[src/rtl/ebus_pkg.sv]
package ebus_pkg;
  typedef enum logic [1:0] {
    BM_SINGLE = 2'b00,
    BM_NARROW = 2'b01,
    BM_WIDE   = 2'b10
  } bus_mode_e;

  function automatic bus_mode_e decode_mode(input logic [1:0] pins);
    case (pins)
      2'b01:   return BM_NARROW;
      2'b10:   return BM_WIDE;
      default: return BM_SINGLE;
    endcase
  endfunction
endpackage

[src/rtl/ebus_eclk_gen.sv]
module ebus_eclk_gen #(
  parameter int PHASE_CYC = 2
) (
  input  logic clk_i,
  input  logic rst_ni,
  input  logic en_i,
  output logic e_o,
  output logic end_high_o
);
  localparam int CW = (PHASE_CYC > 1) ? $clog2(PHASE_CYC) : 1;
  localparam logic [CW-1:0] LAST = CW'(PHASE_CYC - 1);

  logic [CW-1:0] cnt_q;
  logic          e_q;

  always_ff @(posedge clk_i or negedge rst_ni) begin
    if (!rst_ni) begin
      cnt_q <= '0;
      e_q   <= 1'b0;
    end else if (!en_i) begin
      cnt_q <= '0;
      e_q   <= 1'b0;
    end else if (cnt_q == LAST) begin
      cnt_q <= '0;
      e_q   <= ~e_q;
    end else begin
      cnt_q <= cnt_q + 1'b1;
    end
  end

  assign e_o        = e_q;
  assign end_high_o = en_i && e_q && (cnt_q == LAST);
endmodule

[src/rtl/ebus_seq.sv]
module ebus_seq
  import ebus_pkg::*;
#(
  parameter int BW = 8,
  localparam int AW = 2 * BW,
  localparam int DW = 2 * BW
) (
  input  logic          clk_i,
  input  logic          rst_ni,
  input  bus_mode_e     mode_i,
  input  logic          end_high_i,
  input  logic          req_i,
  input  logic          we_i,
  input  logic          size16_i,
  input  logic [AW-1:0] addr_i,
  input  logic [DW-1:0] wdata_i,
  input  logic [BW-1:0] pa_i,
  input  logic [BW-1:0] pb_i,
  output logic          busy_o,
  output logic          we_o,
  output logic [AW-1:0] cur_addr_o,
  output logic [BW-1:0] cur_byte_o,
  output logic [DW-1:0] wdata_o,
  output logic [DW-1:0] rdata_o,
  output logic          ack_o
);
  logic          busy_q, we_q, size_q, idx_q, ack_q;
  logic [AW-1:0] addr_q;
  logic [DW-1:0] wdata_q, rdata_q;
  logic          narrow, wide, split, lane_lo;

  assign narrow  = (mode_i == BM_NARROW);
  assign wide    = (mode_i == BM_WIDE);
  assign split   = narrow && size_q;
  // narrow lane: byte index for split accesses, address LSB otherwise
  assign lane_lo = split ? idx_q : addr_q[0];

  always_ff @(posedge clk_i or negedge rst_ni) begin
    if (!rst_ni) begin
      busy_q  <= 1'b0;
      we_q    <= 1'b0;
      size_q  <= 1'b0;
      idx_q   <= 1'b0;
      ack_q   <= 1'b0;
      addr_q  <= '0;
      wdata_q <= '0;
      rdata_q <= '0;
    end else begin
      ack_q <= 1'b0;
      if (mode_i == BM_SINGLE) begin
        busy_q  <= 1'b0;
        rdata_q <= '0;
        ack_q   <= req_i && !ack_q;
      end else if (end_high_i) begin
        if (busy_q) begin
          if (!we_q) begin
            if (wide)         rdata_q <= {pa_i, pb_i};
            else if (lane_lo) rdata_q[BW-1:0] <= pa_i;
            else              rdata_q[DW-1:BW] <= pa_i;
          end
          if (split && !idx_q) begin
            idx_q <= 1'b1;
          end else begin
            busy_q <= 1'b0;
            ack_q  <= 1'b1;
          end
        end else if (req_i) begin
          busy_q  <= 1'b1;
          we_q    <= we_i;
          size_q  <= size16_i;
          addr_q  <= addr_i;
          wdata_q <= wdata_i;
          idx_q   <= 1'b0;
          rdata_q <= '0;
        end
      end
    end
  end

  assign busy_o     = busy_q;
  assign we_o       = we_q;
  assign cur_addr_o = split ? {addr_q[AW-1:1], idx_q} : addr_q;
  assign cur_byte_o = lane_lo ? wdata_q[BW-1:0] : wdata_q[DW-1:BW];
  assign wdata_o    = wdata_q;
  assign rdata_o    = rdata_q;
  assign ack_o      = ack_q;
endmodule

[src/rtl/ebus_pin_mux.sv]
module ebus_pin_mux
  import ebus_pkg::*;
#(
  parameter int BW = 8,
  localparam int AW = 2 * BW,
  localparam int DW = 2 * BW
) (
  input  bus_mode_e     mode_i,
  input  logic          e_i,
  input  logic          busy_i,
  input  logic          we_i,
  input  logic [AW-1:0] cur_addr_i,
  input  logic [BW-1:0] cur_byte_i,
  input  logic [DW-1:0] wdata_i,
  input  logic [BW-1:0] gpa_out_i,
  input  logic [BW-1:0] gpa_oe_i,
  input  logic [BW-1:0] gpb_out_i,
  input  logic [BW-1:0] gpb_oe_i,
  output logic [BW-1:0] pa_o,
  output logic [BW-1:0] pa_oe_o,
  output logic [BW-1:0] pb_o,
  output logic [BW-1:0] pb_oe_o,
  output logic          rw_o
);
  always_comb begin
    pa_o    = '0;
    pa_oe_o = '0;
    pb_o    = '0;
    pb_oe_o = '0;
    rw_o    = 1'b1;
    if (mode_i == BM_SINGLE) begin
      pa_o    = gpa_out_i;
      pa_oe_o = gpa_oe_i;
      pb_o    = gpb_out_i;
      pb_oe_o = gpb_oe_i;
    end else if (busy_i) begin
      rw_o = !we_i;
      if (mode_i == BM_WIDE) begin
        if (!e_i) begin
          pa_o    = cur_addr_i[AW-1:BW];
          pb_o    = cur_addr_i[BW-1:0];
          pa_oe_o = '1;
          pb_oe_o = '1;
        end else if (we_i) begin
          pa_o    = wdata_i[DW-1:BW];
          pb_o    = wdata_i[BW-1:0];
          pa_oe_o = '1;
          pb_oe_o = '1;
        end
      end else begin
        pb_o    = cur_addr_i[BW-1:0];
        pb_oe_o = '1;
        if (!e_i) begin
          pa_o    = cur_addr_i[AW-1:BW];
          pa_oe_o = '1;
        end else if (we_i) begin
          pa_o    = cur_byte_i;
          pa_oe_o = '1;
        end
      end
    end
  end
endmodule

[src/rtl/ebus_port_ctrl.sv]
module ebus_port_ctrl
  import ebus_pkg::*;
#(
  parameter int BW = 8,
  parameter int PHASE_CYC = 2,
  localparam int AW = 2 * BW,
  localparam int DW = 2 * BW
) (
  input  logic          clk_i,
  input  logic          rst_ni,
  input  logic [1:0]    mode_i,
  input  logic          req_i,
  input  logic          we_i,
  input  logic          size16_i,
  input  logic [AW-1:0] addr_i,
  input  logic [DW-1:0] wdata_i,
  output logic [DW-1:0] rdata_o,
  output logic          ack_o,
  input  logic [BW-1:0] gpa_out_i,
  input  logic [BW-1:0] gpa_oe_i,
  input  logic [BW-1:0] gpb_out_i,
  input  logic [BW-1:0] gpb_oe_i,
  output logic [BW-1:0] gpa_in_o,
  output logic [BW-1:0] gpb_in_o,
  input  logic [BW-1:0] pa_i,
  output logic [BW-1:0] pa_o,
  output logic [BW-1:0] pa_oe_o,
  input  logic [BW-1:0] pb_i,
  output logic [BW-1:0] pb_o,
  output logic [BW-1:0] pb_oe_o,
  output logic          e_o,
  output logic          rw_o
);
  bus_mode_e     mode_q;
  logic          end_high, busy, seq_we;
  logic [AW-1:0] cur_addr;
  logic [BW-1:0] cur_byte;
  logic [DW-1:0] seq_wdata;

  // mode pins are watched for as long as reset is held
  always_ff @(posedge clk_i) begin
    if (!rst_ni) mode_q <= decode_mode(mode_i);
  end

  ebus_eclk_gen #(.PHASE_CYC(PHASE_CYC)) u_eclk (
    .clk_i     (clk_i),
    .rst_ni    (rst_ni),
    .en_i      (mode_q != BM_SINGLE),
    .e_o       (e_o),
    .end_high_o(end_high)
  );

  ebus_seq #(.BW(BW)) u_seq (
    .clk_i     (clk_i),
    .rst_ni    (rst_ni),
    .mode_i    (mode_q),
    .end_high_i(end_high),
    .req_i     (req_i),
    .we_i      (we_i),
    .size16_i  (size16_i),
    .addr_i    (addr_i),
    .wdata_i   (wdata_i),
    .pa_i      (pa_i),
    .pb_i      (pb_i),
    .busy_o    (busy),
    .we_o      (seq_we),
    .cur_addr_o(cur_addr),
    .cur_byte_o(cur_byte),
    .wdata_o   (seq_wdata),
    .rdata_o   (rdata_o),
    .ack_o     (ack_o)
  );

  ebus_pin_mux #(.BW(BW)) u_mux (
    .mode_i    (mode_q),
    .e_i       (e_o),
    .busy_i    (busy),
    .we_i      (seq_we),
    .cur_addr_i(cur_addr),
    .cur_byte_i(cur_byte),
    .wdata_i   (seq_wdata),
    .gpa_out_i (gpa_out_i),
    .gpa_oe_i  (gpa_oe_i),
    .gpb_out_i (gpb_out_i),
    .gpb_oe_i  (gpb_oe_i),
    .pa_o      (pa_o),
    .pa_oe_o   (pa_oe_o),
    .pb_o      (pb_o),
    .pb_oe_o   (pb_oe_o),
    .rw_o      (rw_o)
  );

  assign gpa_in_o = pa_i;
  assign gpb_in_o = pb_i;
endmodule

[config.mk]
export PLATFORM = sky130hd
export DESIGN_NAME = ebus_port_ctrl
export DESIGN_NICKNAME = d
export VERILOG_FILES = /design/src/rtl/ebus_pkg.sv /design/src/rtl/ebus_eclk_gen.sv /design/src/rtl/ebus_seq.sv /design/src/rtl/ebus_pin_mux.sv /design/src/rtl/ebus_port_ctrl.sv
export SDC_FILE = /design/constraint.sdc
export NUM_CORES = 1
export LEC_CHECK = 0
export BUFFER_PORTS_ARGS = -buffer_cell sky130_fd_sc_hd__buf_2
export CORE_MARGIN = 5
export CORE_UTILIZATION = 25
export DETAILED_ROUTE_END_ITERATION = 10
export SLEW_MARGIN = 20
export SYNTH_ARGS = -nofsm -noshare
export SYNTH_HDL_FRONTEND = slang
export SYNTH_SLANG_ARGS = --single-unit
export TNS_END_PERCENT = 10
[constraint.sdc]
create_clock -name clk_i -period 2.1 [get_ports clk_i]
set_input_delay 0.105 -clock clk_i [delete_from_list [all_inputs] [get_ports clk_i]]
set_output_delay 0.105 -clock clk_i [all_outputs]
set_load 0.03 [all_outputs]
==> metrics.txt, run 1 <==
dpl hpwl=8.74 mm; final instance area=0.00500 mm2; largest family of logic cells by synthesized area=compound AO/OA/AOI/OAI gates; Tightest Pin Transition=0.715 ns; top cells by area, synth=dfrtp_1 (40%), mux2_2 (11%), a22oi_1 (4.6%), nand2_1 (4.6%), buf_4 (3.5%); CTS max path bufs=2; critical path arrival=2.07 ns; slowest cell delay on critical path=0.47 ns; logic gate share of total power=0.430; FFs w/ async S/R, synth=0.965; drc violations=0; Max Slew Vio Count=0; drt total wl=11.8 mm; yosys warns=0; Root Driver=clkbuf_16; top-count cell post-synth=dfrtp_1; failing checks=setup timing; post-route setup slack=-0.0782 ns; TritonCTS clock tree=yes; Hold Crit Class=input pin to flip-flop; worst r2r path cells=5; area leader, netlist=dfrtp_1; critical path launch point type=flip-flop; WHS Path Cells=2; top_reg_cell synth=dfrtp_1; All-Layer GR Usage=0.143; Inserted Clock Buffers=9; Layout Area Growth over Synthesis=46.9%; Rel. slew slack=0.522; CP max FO=7; Leakage=2.42 nW; MaxCap Viol Count=0; first-pass GRT wire length=18.4 mm; worst reg2reg setup slack=0 ns; placed cell area=0.00438 mm2; min Tclk post-route=2.18 ns; multiplexer share of the synthesized area=0.116; Seq pwr share=0.301; fin crit share=1.04; Switch Pwr=0.00231 W; fin nets=597; Die X=127 um; crit path max-delay cell type=edfxtp_1; skew final=0.00346 ns; via count=3408; wire length per cell=17.1 um; CTS Sinks=57; Die Span Y=127 um; Synthesized Nets=441; clock share of power=0.268; # rows=42; Port Buf Inserts=153; CP top delay family=simple AND/OR/NAND/NOR gates; compound-gate portion of the synthesized area=0.238; Die ar.=0.0160 mm2; via/cell ratio=4.92; kind of critical path=flip-flop to primary output; First DRT Iteration DRCs=250; antenna violations before repair=1; CP Buf/Inv Count=3; final core occ=0.376; clk_lat worst skew=0.33 ns; Critical Path RT=2.00 ns; core area=0.0133 mm2; Starting Density=0.256; cells after synthesis=354; layout cell share with drive strength beyond 1=0.517; Tot Pwr=0.00606 W; Synth Area in Adders=0; Synth cell types=44; largest net degree at the start of global routing=31; status=complete, but fails checks; Synth Area in XOR/XNOR=0.00258; Post-synth EDFFs=2; GPL Wtd Cong=0.824; sequential area share after synthesis=0.422; Setup Viol. Count Final=8; cell count along the critical path=7; Max Freq=0.459 GHz; CTS H-tree lvls=3; Clock Pin Slew Worst Setup and Hold Paths=0.06 ns; RSZ-0062 raised after global routing=true; Max rail drop VDD=0.569 mV; top cells by count, synth=dfrtp_1 (55), nand2_1 (42), mux2_2 (32); Seq cells post-synth=57; Antenna Nets Post-Route=0; post-synthesis simple-gate area fraction=0.152; vias in the first global route=3499; # IOs=154; Switching Share=0.382; top-area cell type share of the netlist area=0.405; syn avg cell area=9.61 um2; Worst setup EP type=primary output; Mapped Area=0.00340 mm2; 1st-pass router iterations=4; Fill cells=1350; Final Hold Viols=0; Overflow after GRT=0; Int Power=0.00375 W; Critical Path, Cell by Cell=buf_6 > nand3b_1 > mux2i_1 > buf_4 > nand3b_1 > and3_4 > buf_6; Power Dens Cells=1210 mW/mm2
repair_timing:
item | 4_1_cts | 5_1_grt
pin swaps | 0 | 3
setup buffers | 3 | 4
setup endpoints to repair | 29 | 48
endpoints found under the hold margin | 10 | 0
hold buffers | 2 | 0
gates resized for setup | 19 | 42
cells by family after synthesis:
kind of cell    count (synthesis)
compound gates                119
simple gates                   97
flops                          57
buf+inv                        45
mux                            35
xor+xnor                        1
cell usage in the layout, fill, tap and decap left out, types with 4 or more instances in the layout:
| cell type | n |
|---|---|
| buf_2 | 142 |
| dfrtp_1 | 54 |
| nand2_1 | 40 |
| mux2_2 | 32 |
| buf_4 | 27 |
| a22oi_1 | 21 |
| o21ai_0 | 14 |
| o21ai_1 | 14 |
| a21oi_1 | 13 |
| o211ai_1 | 13 |
| buf_6 | 12 |
| and3_1 | 9 |
| clkbuf_16 | 9 |
| nor2b_1 | 8 |
| nand3b_1 | 8 |
| a21o_1 | 8 |
| a22o_1 | 8 |
| nor2_1 | 7 |
| a21boi_0 | 5 |
| and3_4 | 5 |
| o21a_1 | 4 |
flip-flops by register name (all words and copies together) (netlist names):
name           count
u_seq.we_o         1
u_seq.addr_q      16
u_seq.wdata_o     16
u_eclk.e_o         1
u_seq.busy_o       1
u_seq.idx_q        1
u_seq.size_q       1
u_seq.ack_o        1
u_eclk.cnt_q       1
u_seq.rdata_o     16
mode_q             2
power by group through the flow:
stage	combinational [W]	clock [W]	sequential, W
2_1_floorplan	0.00156	0	0.00179
3_3_place_gp	0.00232	0	0.00180
3_5_place_dp	0.00235	0	0.00182
4_1_cts	0.00245	0.00166	0.00181
5_1_grt	0.00281	0.00170	0.00188
6_report	0.00261	0.00163	0.00183
layout make-up:
class	instances	area (um2)	share of cell area
antenna	1	2.50	0.000501
clock buffer	11	253	0.0506
clock inverter	5	77.6	0.0155
inverter	2	11.3	0.00225
multi-input combinational	252	1850	0.371
sequential	57	1440	0.288
tap	176	220	0.0441
timing repair buffer	188	1140	0.228
worst paths after layout:
path,start,end
setup / recovery,mode_q[0],pa_o[0]
hold / removal,wdata_i[1],u_seq.wdata_o[1]
setup reg to reg,mode_q[0],u_seq.rdata_o[12]
hold reg to reg,u_seq.rdata_o[10],u_seq.rdata_o[10]
max in group asynchronous,rst_ni,u_seq.wdata_o[13]
min in group asynchronous,rst_ni,u_seq.idx_q
layer usage:
metal  track usage  vias up  part of all wire
met5             0        -                 0
li1              -     1616                 -
met4        0.0448        0            0.0064
met3        0.0324        8             0.058
met2         0.231      113              0.48
met1         0.189     1671              0.46
metrics by stage:
step / instances / hold slack (ns) / setup TNS [ns] / setup slack, ns
2_1_floorplan: 354 / -0.191 / -0.168 / -0.0280
3_3_place_gp: 666 / 0.0217 / 0 / 0.151
3_5_place_dp: 666 / 0.0165 / 0 / 0.0703
4_1_cts: 687 / 0.0000594 / -0.348 / -0.0604
5_1_grt: 692 / 0.00743 / -2.68 / -0.199
6_report: 692 / 0.00839 / -0.434 / -0.0782
(Power assumes the default switching activity.)
==> run 2: changes to the inputs <==
- CAP_MARGIN: default -> 15
- RECOVER_POWER: default -> 50
==> run 2 against run 1 <==
  * Clock-buffer cell count unchanged
  * Critical path type unchanged
  * Clock skew up 0.0010 ns
  * The run still ends with setup timing left
  * Core utilization down 0.38 points
  * Routed wire length down 0.21%
  * Die area unchanged
==> metrics.txt, run 2 (synthesis gave the netlist of run 1 again) <==
via/cell ratio=4.95; fin crit share=1.04; vias in the first global route=3499; Die X=127 um; Power Dens Cells=1220 mW/mm2; most common cell after layout, fill and taps aside=buf_2; # rows=42; Clock Pin Slew Worst Setup and Hold Paths=0.06 ns; Starting Density=0.256; min Tclk post-route=2.17 ns; Die Span Y=127 um; Die ar.=0.0160 mm2; met2 wire length=5.69 mm; worst reg2reg setup slack=0 ns; critical path arrival=2.07 ns; CP Buf/Inv Count=3; RSZ-0062 raised after global routing=true; Tot Pwr=0.00604 W; r2r startpoint=mode_q[0]; CP top delay family=simple AND/OR/NAND/NOR gates; Leakage=2.29 nW; critical path launch point type=flip-flop; TritonCTS clock tree=yes; Overflow after GRT=0; core area=0.0133 mm2; worst r2r path cells=5; Hold Crit Class=input pin to flip-flop; dpl hpwl=8.74 mm; Fin Setup TNS=-0.415 ns; RR Endpoint=u_seq.rdata_o[12]; Inserted Clock Buffers=9; slowest cell delay on critical path=0.47 ns; Final Hold Viols=0; Tightest Pin Transition=0.874 ns; crit path launch=mode_q[0]; crit path max-delay cell type=edfxtp_1; Root Driver=clkbuf_16; Antenna Nets Post-Route=0; largest net degree at the start of global routing=31; Port Buf Inserts=153; Rel. slew slack=0.417; All-Layer GR Usage=0.143; drt total wl=11.8 mm; Max rail drop VDD=0.569 mV; Layout Area Growth over Synthesis=45.5%; most frequent cells in the layout=buf_2 (107), dfrtp_1 (54), nand2_1 (40); layout cell share with drive strength beyond 1=0.447; CTS H-tree lvls=3; Worst setup EP type=primary output; Max Freq=0.460 GHz; First DRT Iteration DRCs=242; routed metal-1 wire length=5.32 mm; Max Slew Vio Count=0; 1st-pass router iterations=4; first-pass GRT wire length=18.4 mm; clk_lat worst skew=0.33 ns; WHS Path Cells=2; highest metal used=met4; Worst Hold End=u_seq.wdata_o[1]; Critical Path RT=2.00 ns; antenna violations before repair=1; WHS=0.00757 ns; wire length per cell=17.1 um; placed cell area=0.00438 mm2; CTS max path bufs=2; post-route setup slack=-0.0741 ns; CTS Sinks=57; CP max FO=7; fin nets=597; critical hold path startpoint=wdata_i[1]; # IOs=154; status=complete, but fails checks; GPL Wtd Cong=0.824; MaxCap Viol Count=0; via count=3424; met3 routed WL=731 um; Critical Path, Cell by Cell=buf_6 > nand3b_1 > mux2i_1 > buf_4 > nand3b_1 > and3_4 > buf_6; final instance area=0.00495 mm2; skew final=0.00450 ns; kind of critical path=flip-flop to primary output; failing checks=setup timing; drc violations=0; Place WS=0.0703 ns; Setup Viol. Count Final=8
==> run 2: cell types whose count changed in the layout (fill, tap and decap cells not counted), sizes merged <==
cell | before | now
buf | 185 | 148
clkbuf | 12 | 49
==> run 2: layer usage <==
layer  vias up  track usage
met2       132        0.231
li1       1616            -
met4         0       0.0448
met3         8       0.0324
met5         -            0
met1      1668        0.189
==> run 2: how the worst max path moves through the flow <==
stage	end	slack [ns]	depth (start not counted)
after detailed placement	u_seq.rdata_o[11]	0.07	4
after floorplan	pb_o[2]	-0.03	7
after CTS	pa_o[4]	-0.06	7
after global routing	u_seq.rdata_o[13]	-0.20	5
after global placement	pa_o[7]	0.15	7
final	pa_o[0]	-0.07	7
==> run 2: repair_timing <==
item,CTS,global route
resized for setup,19,42
endpoints found under the hold margin,10,0
setup buffers,3,4
setup endpoints to repair,29,48
hold buffers,2,0
pin swaps,0,3
==> run 2: metrics by stage <==
stage / cells / utilization
after global routing: 692 / 0.372
after detailed placement: 666 / 0.329
after CTS: 687 / 0.362
final: 692 / 0.372
after global placement: 666 / 0.329
after floorplan: 354 / -
==> run 2: final cells by class <==
class | instances | area, um2
fillers | 1373 | 8350
multi-input cells | 252 | 1850
flip-flops and latches | 57 | 1440
repair buffers | 188 | 1090
clock buffers | 11 | 253
well taps | 176 | 220
clock inverters | 5 | 77.6
inverters | 2 | 11.3
diodes | 1 | 2.50
==> run 2: power by group <==
part           switching [W]  internal (W)  total (W)
Combinational        0.00146       0.00113    0.00259
Clock               0.000530       0.00110    0.00163
Sequential          0.000323       0.00150    0.00182
==> run 3: changes to the inputs <==
- BUFFER_PORTS_ARGS: -buffer_cell sky130_fd_sc_hd__buf_2 -> -buffer_cell sky130_fd_sc_hd__buf_4
==> run 3 against run 2 <==
  * The flow still finishes with violations (setup timing)
  * Highest routed layer unchanged
  * Register-to-register slack got worse by 0.04 ns
  * Global-route usage about the same
  * Largest cell class unchanged
  * Power increased by 0.14%
  * Die area unchanged
  * Sequential share of layout area decreased by 1.0 points
  * Clock skew increased by 0.0047 ns
  * Worst hold slack improved by 0.0013 ns
  * Cell count decreased by 0.58%
  * Clock-buffer cell count unchanged
  * Critical path depth unchanged
  * Critical path type unchanged
==> metrics.txt, run 3 (synthesis gave the netlist of run 1 again) <==
antenna violations before repair=0; Die ar.=0.0160 mm2; failing checks=setup timing; RR Endpoint=u_seq.rdata_o[15]; Setup Viol. Count Final=16; Die Span Y=127 um; multi-input logic area=0.00181 mm2; Fill cells=1346; largest net degree at the start of global routing=31; GPL Wtd Cong=0.820; most frequent cells in the layout=buf_4 (133), dfrtp_1 (54), nand2_1 (42); RSZ-0062 raised after global routing=true; All-Layer GR Usage=0.143; worst r2r path cells=5; critical path launch point type=flip-flop; Tightest Pin Transition=0.812 ns; Power Dens Cells=1180 mW/mm2; Inst Count DP=667; CTS max path bufs=2; Worst setup EP type=primary output; Sequential Area=0.00144 mm2; logic gate share of total power=0.437; critical path arrival=2.06 ns; MaxCap Viol Count=0; final std cells w/o fill=688; Switching Share=0.377; CTS Sinks=57; TritonCTS clock tree=yes; WHS Path Cells=2; critical hold path startpoint=wdata_i[13]; Seq pwr share=0.301; clock share of power=0.261; Starting Density=0.256; skew final=0.00915 ns; Worst Hold End=u_seq.wdata_o[13]; Final Hold Viols=0; Max Freq=0.462 GHz; Inserted Clock Buffers=9; post-route setup slack=-0.0662 ns; Hold Crit Class=input pin to flip-flop; layout cell share with drive strength beyond 1=0.424; Rel. slew slack=0.459; Switch Pwr=0.00228 W; drc violations=0; ant diodes=0; CP max FO=8; clk_lat worst skew=0.33 ns; wire length per cell=17.1 um; Port Buf Inserts=153; Critical Path RT=2.00 ns; Overflow after GRT=0; Antenna Nets Post-Route=0; status=complete, but fails checks; dpl hpwl=8.96 mm; CTS H-tree lvls=3; Leakage=2.36 nW; 1st-pass router iterations=4; Root Driver=clkbuf_16; Int Power=0.00377 W; Die X=127 um; via/cell ratio=4.85; Layout Area Growth over Synthesis=50.7%; final instance area=0.00513 mm2; First DRT Iteration DRCs=135; Max Slew Vio Count=0; first-pass GRT wire length=18.5 mm; most common cell after layout, fill and taps aside=buf_4; final core occ=0.386; via count=3339; core area=0.0133 mm2; kind of critical path=flip-flop to primary output; # rows=42; r2r startpoint=mode_q[0]; Clock Pin Slew Worst Setup and Hold Paths=0.06 ns; placed cell area=0.00477 mm2; vias in the first global route=3489; # IOs=154; Place WS=-0.0496 ns; fin crit share=1.03; Max rail drop VDD=0.695 mV; fin nets=594; drt total wl=11.8 mm; min Tclk post-route=2.17 ns; WHS=0.00883 ns; worst reg2reg setup slack=-0.04 ns
==> run 3: cell types whose count changed in the layout (fill, tap and decap cells not counted), sizes merged <==
cell	delta
diode	-1
clkinv	+1
clkinvlp	-1
buf	-3
==> run 3: through the flow <==
stage / power (W) / TNS (ns)
floorplan: 0.00335 / -0.168
global placement: 0.00432 / 0
detailed placement: 0.00437 / -0.300
CTS: 0.00606 / -0.136
global route: 0.00639 / -2.32
finish: 0.00605 / -0.539
==> run 3: power by group through the flow <==
stage | combinational (W) | sequential, W | clock [W]
after floorplan | 0.00156 | 0.00179 | 0
after global placement | 0.00251 | 0.00181 | 0
after detailed placement | 0.00254 | 0.00182 | 0
after CTS | 0.00263 | 0.00182 | 0.00161
after global routing | 0.00286 | 0.00188 | 0.00166
final | 0.00265 | 0.00182 | 0.00158
==> run 3: how the worst max path moves through the flow <==
stage,to,cells past startpoint,start,slack [ns]
6_report,pa_o[7],7,mode_q[1],-0.07
4_1_cts,pa_o[7],7,mode_q[1],-0.05
5_1_grt,u_seq.rdata_o[11],5,mode_q[0],-0.18
3_3_place_gp,u_seq.rdata_o[9],5,mode_q[0],0.007
3_5_place_dp,u_seq.rdata_o[15],5,mode_q[0],-0.05
2_1_floorplan,pb_o[2],7,mode_q[0],-0.03
==> run 3: what timing repair did <==
item                                    in CTS  in global routing
hold buffers                                 2                  0
buffers inserted                             2                  2
gates resized for setup                     16                 15
endpoints found under the hold margin       29                  0
pin swaps                                    1                  3
endpoints found under the setup margin      36                 41
==> run 3: area by class of cell <==
| type | count | share of cell area |
|---|---|---|
| inverter | 2 | 0.00220 |
| sequential | 57 | 0.280 |
| multi-input combinational | 252 | 0.353 |
| clock buffer | 11 | 0.0474 |
| clock inverter | 5 | 0.0154 |
| timing repair buffer | 185 | 0.258 |
| tap | 176 | 0.0430 |
==> run 3: worst max-delay path, cell delays in order (launching register included) <==
cell      delay, ns
edfxtp_1       0.41
buf_6          0.16
and4b_2        0.33
a211oi_4       0.06
buf_12         0.15
a32o_1         0.25
a41oi_2        0.21
buf_6          0.16
==> run 3: layer usage <==
layer  GRT usage  routed length (um)  vias to the layer above
met4      0.0391                  99                        0
li1            -                   -                     1600
met1       0.187                5130                     1610
met5           0                   0                        -
met3      0.0303                 762                        9
met2       0.239                5790                      120
